--- config.mk ---
export PLATFORM = sky130hd
export DESIGN_NAME = dsg_status_gate
export DESIGN_NICKNAME = d
export VERILOG_FILES = /design/src/rtl/dsg_pkg.sv /design/src/rtl/dsg_sync.sv /design/src/rtl/dsg_gate.sv /design/src/rtl/dsg_idx_mon.sv /design/src/rtl/dsg_status_gate.sv
export SDC_FILE = /design/constraint.sdc
export NUM_CORES = 1
export LEC_CHECK = 0
export ABC_AREA = 1
export BUFFER_PORTS_ARGS = -buffer_cell sky130_fd_sc_hd__buf_2
export CAP_MARGIN = 15
export CORE_ASPECT_RATIO = 1.4
export CORE_UTILIZATION = 40
export CTS_CLUSTER_DIAMETER = 50
export CTS_CLUSTER_SIZE = 24
export DETAILED_ROUTE_END_ITERATION = 12
export SYNTH_ARGS = -nofsm -noshare
export SYNTH_HDL_FRONTEND = slang
export SYNTH_SLANG_ARGS = --single-unit
--- constraint.sdc ---
create_clock -name clk -period 2.11 [get_ports clk]
set_input_delay 0.422 -clock clk [delete_from_list [all_inputs] [get_ports clk]]
set_output_delay 0.422 -clock clk [all_outputs]
set_load 0.03 [all_outputs]
--- src/rtl/dsg_pkg.sv ---
package dsg_pkg;

  // Synchronized view of the asynchronous inputs.
  typedef struct packed {
    logic idx;
    logic wp;
    logic trk0;
    logic sel_n;
    logic mux;
    logic wgate;
  } drv_in_t;

  localparam int DRV_IN_W = $bits(drv_in_t);

  // Idle levels: select line pulled high, everything else low.
  localparam drv_in_t DRV_IN_IDLE = '{idx: 1'b0, wp: 1'b0, trk0: 1'b0,
                                      sel_n: 1'b1, mux: 1'b0, wgate: 1'b0};

endpackage

--- src/rtl/dsg_sync.sv ---
module dsg_sync #(
  parameter int               WIDTH   = 1,
  parameter int               STAGES  = 2,
  parameter logic [WIDTH-1:0] RST_VAL = '0
) (
  input  logic             clk,
  input  logic             rst_n,
  input  logic [WIDTH-1:0] d,
  output logic [WIDTH-1:0] q
);

  logic [WIDTH-1:0] chain [STAGES];

  always_ff @(posedge clk or negedge rst_n) begin
    if (!rst_n) begin
      for (int i = 0; i < STAGES; i++) chain[i] <= RST_VAL;
    end else begin
      chain[0] <= d;
      for (int i = 1; i < STAGES; i++) chain[i] <= chain[i-1];
    end
  end

  assign q = chain[STAGES-1];

  generate
    for (genvar g = 1; g < STAGES; g++) begin : g_stage_chk
      AST_SYNC_SHIFT: assert property (@(posedge clk) disable iff (!rst_n)
        chain[g] == $past(chain[g-1]));
    end
  endgenerate

endmodule

--- src/rtl/dsg_gate.sv ---
module dsg_gate
  import dsg_pkg::*;
(
  input  logic    clk,
  input  logic    rst_n,
  input  drv_in_t s,
  output logic    index_n,
  output logic    wprot_n,
  output logic    trk0_n,
  output logic    wr_en,
  output logic    elec_en,
  output logic    led_on
);

  logic sel;
  assign sel = ~s.sel_n;

  always_ff @(posedge clk or negedge rst_n) begin
    if (!rst_n) begin
      index_n <= 1'b1;
      wprot_n <= 1'b1;
      trk0_n  <= 1'b1;
      wr_en   <= 1'b0;
      elec_en <= 1'b0;
      led_on  <= 1'b0;
    end else begin
      index_n <= ~(s.idx  & sel);
      wprot_n <= ~(s.wp   & sel);
      trk0_n  <= ~(s.trk0 & sel);
      wr_en   <= sel & s.wgate & ~s.wp;
      elec_en <= sel | s.mux;
      led_on  <= sel;
    end
  end

  AST_UNSEL_IDLE: assert property (@(posedge clk) disable iff (!rst_n)
    s.sel_n |=> (index_n && wprot_n && trk0_n));
  AST_WP_BLOCKS_WR: assert property (@(posedge clk) disable iff (!rst_n)
    s.wp |=> !wr_en);
  AST_ELEC_ON: assert property (@(posedge clk) disable iff (!rst_n)
    (sel || s.mux) |=> elec_en);
  AST_MUX_LED_DARK: assert property (@(posedge clk) disable iff (!rst_n)
    (s.sel_n && s.mux) |=> (elec_en && !led_on));

endmodule

--- src/rtl/dsg_idx_mon.sv ---
module dsg_idx_mon #(
  parameter int TIMEOUT_TICKS = 250,
  parameter int MIN_TICKS     = 150
) (
  input  logic clk,
  input  logic rst_n,
  input  logic tick,
  input  logic idx_s,
  output logic fault
);

  localparam int CW = $clog2(TIMEOUT_TICKS + 1);
  localparam logic [CW-1:0] LIM  = CW'(TIMEOUT_TICKS);
  localparam logic [CW-1:0] LIM1 = CW'(TIMEOUT_TICKS - 1);
  localparam logic [CW-1:0] MINV = CW'(MIN_TICKS);

  logic [CW-1:0] cnt;
  logic          idx_d;
  logic          seen;
  logic          rise;

  assign rise = idx_s & ~idx_d;

  always_ff @(posedge clk or negedge rst_n) begin
    if (!rst_n) begin
      cnt   <= '0;
      idx_d <= 1'b0;
      seen  <= 1'b0;
      fault <= 1'b0;
    end else begin
      idx_d <= idx_s;
      if (rise) begin
        cnt  <= '0;
        seen <= 1'b1;
        if (cnt >= LIM) fault <= fault;
        else if (seen && cnt < MINV) fault <= 1'b1;
        else if (cnt >= MINV) fault <= 1'b0;
      end else if (tick && cnt != LIM) begin
        cnt <= cnt + 1'b1;
        if (cnt == LIM1) fault <= 1'b1;
      end
    end
  end

  AST_CNT_BOUND: assert property (@(posedge clk) disable iff (!rst_n)
    cnt <= LIM);
  AST_TIMEOUT_FAULT: assert property (@(posedge clk) disable iff (!rst_n)
    (tick && !rise && cnt == LIM1) |=> fault);
  AST_SHORT_FAULT: assert property (@(posedge clk) disable iff (!rst_n)
    (rise && seen && cnt < MINV) |=> fault);
  AST_GOOD_CLEAR: assert property (@(posedge clk) disable iff (!rst_n)
    (rise && cnt >= MINV && cnt < LIM) |=> !fault);
  AST_FIRST_EDGE: assert property (@(posedge clk) disable iff (!rst_n)
    (rise && !seen && !fault) |=> !fault);

endmodule

--- src/rtl/dsg_status_gate.sv ---
module dsg_status_gate
  import dsg_pkg::*;
#(
  parameter int SYNC_STAGES   = 2,
  parameter int TIMEOUT_TICKS = 250,
  parameter int MIN_TICKS     = 150
) (
  input  logic clk,
  input  logic rst_n,
  input  logic tick_1k,
  input  logic index_det,
  input  logic wprot_sw,
  input  logic trk0_ok,
  input  logic sel_n,
  input  logic mux_jmp,
  input  logic wgate_req,
  output logic index_n,
  output logic wprot_n,
  output logic trk0_n,
  output logic wr_en,
  output logic elec_en,
  output logic led_on,
  output logic index_fault
);

  drv_in_t raw;
  drv_in_t syn;

  assign raw = '{idx: index_det, wp: wprot_sw, trk0: trk0_ok,
                 sel_n: sel_n, mux: mux_jmp, wgate: wgate_req};

  dsg_sync #(
    .WIDTH  (DRV_IN_W),
    .STAGES (SYNC_STAGES),
    .RST_VAL(DRV_IN_IDLE)
  ) u_sync (
    .clk  (clk),
    .rst_n(rst_n),
    .d    (raw),
    .q    (syn)
  );

  dsg_gate u_gate (
    .clk    (clk),
    .rst_n  (rst_n),
    .s      (syn),
    .index_n(index_n),
    .wprot_n(wprot_n),
    .trk0_n (trk0_n),
    .wr_en  (wr_en),
    .elec_en(elec_en),
    .led_on (led_on)
  );

  dsg_idx_mon #(
    .TIMEOUT_TICKS(TIMEOUT_TICKS),
    .MIN_TICKS    (MIN_TICKS)
  ) u_mon (
    .clk  (clk),
    .rst_n(rst_n),
    .tick (tick_1k),
    .idx_s(syn.idx),
    .fault(index_fault)
  );

endmodule

==> results.yml <==
detailed_routing:
  drc: 0
  drt_iter0_drc: 18
  wire_per_inst_um: 10.9
  wirelength_mm: 1.90
  ant_nets: 0
  routed_via_density: 4.63
  vias: 810
  drt_pass1_iterations: 4
cells_and_area:
  top_register: "u_mon.cnt"
  drive_gt1_share_pct: 34.1
  postLayoutCellArea_um2: 1390
  stdcell_count: 175
  largest_reg_flops: 8
  antennaDiodeCount: 0
  fin_nets: 149
  syn_to_final_growth_pct: 16.4
placed_design:
  gp_congestion: 0.901
  dp_cells: 167
  place_area_um2: 1300
  dp_hpwl_mm: 1.37
  io_buffers: 15
clock_tree:
  clk_latency_ns: 0.27
  cts_buffer_depth: 2
  cts_buffers: 5
  cts.clk_slew.worst_paths_ns: 0.06
  cts_hold_buf: 0
  cts_sinks: 29
  htreeDepth: 2
  cts_tree: "done"
  cts_resized: 0
  cts-root-buf: "clkbuf_8"
  post_cts_buffers: 0
die:
  pin_count: 16
  dieArea_um2: 3210
  rows: 23
  die_x_um: 48.2
  die_y_um: 66.6
  start_util_pct: 41.9
  core-area_um2: 2850
synth:
  synth_top_area_cell: "dfrtp_1"
  netlist_top_cells_area: "dfrtp_1 (50%), dfstp_2 (11%), nand2_1 (9.7%)"
  yosysWarningCount: 0
  yosysMostFrequentCell: "nand2_1"
  synth_area_um2: 1190
  syn_nets: 129
  async_reset_ff_share_pct: 100
  yosys.cell_types.count: 22
  synth_common_cells: "nand2_1 (31), dfrtp_1 (24), nand3_1 (7), nor2_1 (7), a21oi_1 (6)"
  synth_cells: 117
  synth-seq-cells: 29
  synth_top_area_share_pct: 50.3
  synth-edff-count: 0
  synth_ff_type: "dfrtp_1"
  synth_area_per_cell_um2: 10.2
  yosysSeqAreaShare_pct: 61.3
critical_path:
  endpoint: "index_n"
  worstPathRequired_ns: 1.69
  crit_path_end_kind: "output port"
  worst-path-max-fanout: 1
  cp_slowest_cell: "dfstp_2"
  crit_type: "flop to output port"
  critical_path.top_delay_family: "flip-flops"
  crit_path_start_kind: "flop"
  r2r_cells: 9
  cp-startpoint: "u_gate.index_n"
  r2r-end: "u_mon.fault"
  timing.critical_path.depth: 1
  worstReg2RegStart: "u_mon.cnt[1]"
  cp.arrival_ns: 0.97
  ff2ff_setup_slack_ns: 0.84
  path_cells: "buf_2"
  slowest_delay_ns: 0.52
  cp_num_buf_inv: 1
sta:
  timing.hold.ws_ns: 0.151
  slew_violations: 0
  fmax_mhz: 716
  setup_viol: 0
  tightest_slew_ns: 0.610
  fin_crit_sh_pct: 66.2
  rsz0062_at_grt: "false"
  fin_crit_ns: 1.40
  hold_viol: 0
  maxSlewHeadroom_pct: 59.3
  finalClockSkew_ns: 0.00644
  finalSetupTns_ns: 0
global_route:
  grt_pass1_wl_mm: 3.18
  grt_max_degree: 30
  grt_use_met2_pct: 20.8
  met1_usage_pct: 18.3
  grt-ovfl-total: 0
  grtUsageMet3_pct: 5.69
  track_usage_pct: 14.7
  antenna_found_initial: 0
  top_usage_layer: "met2"
  grt_pass1_vias: 768
flow_run:
  cap_violations: 0
power:
  power_frac_seq_pct: 52.4
  p_switching_w: 0.000350
  power_switching_share_pct: 28.5
  vdd_drop_max_mv: 0.490
  cellPowerDensity_nw_per_um2: 885
  p_comb_share_pct: 12.8
  p_leak_nw: 0.646
  power.internal_w: 0.000879
  power_frac_clock_pct: 34.8
outcome:
  status: "finished, final reports clean"
hold_path:
  hold_class: "input pin to async pin"
==> power groups by stage <==
stage	Combinational, W	Clock, W	Sequential, W
4_1_cts	0.000161	0.000443	0.000643
3_3_place_gp	0.000159	0	0.000649
2_1_floorplan	0.000132	0	0.000637
3_5_place_dp	0.000160	0	0.000653
5_1_grt	0.000181	0.000468	0.000651
6_report	0.000158	0.000427	0.000644
==> layer usage <==
layer,vias up,share of wire [%]
met5,-,0
met4,0,1.1
met3,3,2.6
met2,11,51
met1,381,45
li1,415,-
==> worst min path at each step <==
stage / start / endpoint / slack, ns
2_1_floorplan: rst_n / u_gate.elec_en / 0.13
3_3_place_gp: u_sync.chain[9] / u_sync.q[3] / 0.33
3_5_place_dp: u_sync.chain[10] / u_sync.q[4] / 0.33
4_1_cts: rst_n / u_mon.cnt[1] / 0.18
5_1_grt: rst_n / u_mon.fault / 0.21
6_report: rst_n / u_mon.cnt[0] / 0.15
==> cells by family after synthesis <==
logic type                 after synthesis  synth area share [%]
and+or+nand+nor                         60                  24.6
DFF                                     29                  61.3
buffers and inverters                   12                  4.19
AOI/OAI and AO/OA                       11                  5.24
adders and majority gates                3                  3.14
xor gates and xnor gates                 2                  1.47
==> placed cells by master, fill, tap and decap left out, types with 3 or more instances in the layout <==
cell / instances
inv_1: 5
nor2_1: 7
nand2_1: 31
dfstp_2: 5
dfrtp_1: 24
a21oi_1: 6
clkbuf_8: 5
inv_2: 5
nand3_1: 7
ha_1: 3
buf_2: 15
nor2_2: 4
nand4_1: 3
==> per-stage QoR <==
step                      power (W)  setup slack, ns  util [%]
after floorplan            0.000769            0.958         -
after global placement     0.000808            0.847      45.7
after detailed placement   0.000812            0.838      45.7
after CTS                   0.00125            0.703      48.7
after global routing        0.00130            0.677      48.7
final                       0.00123            0.713      48.7
==> layout make-up <==
class | instances | area, µm²
Clock buffer | 5 | 68.8
Fill cell | 265 | 1460
Timing Repair Buffer | 15 | 75.1
Multi-Input combinational cell | 76 | 412
Clock inverter | 3 | 17.5
Tap cell | 37 | 46.3
Sequential cell | 29 | 732
Inverter | 10 | 37.5
No activity file was read; power rests on OpenSTA's default activity.
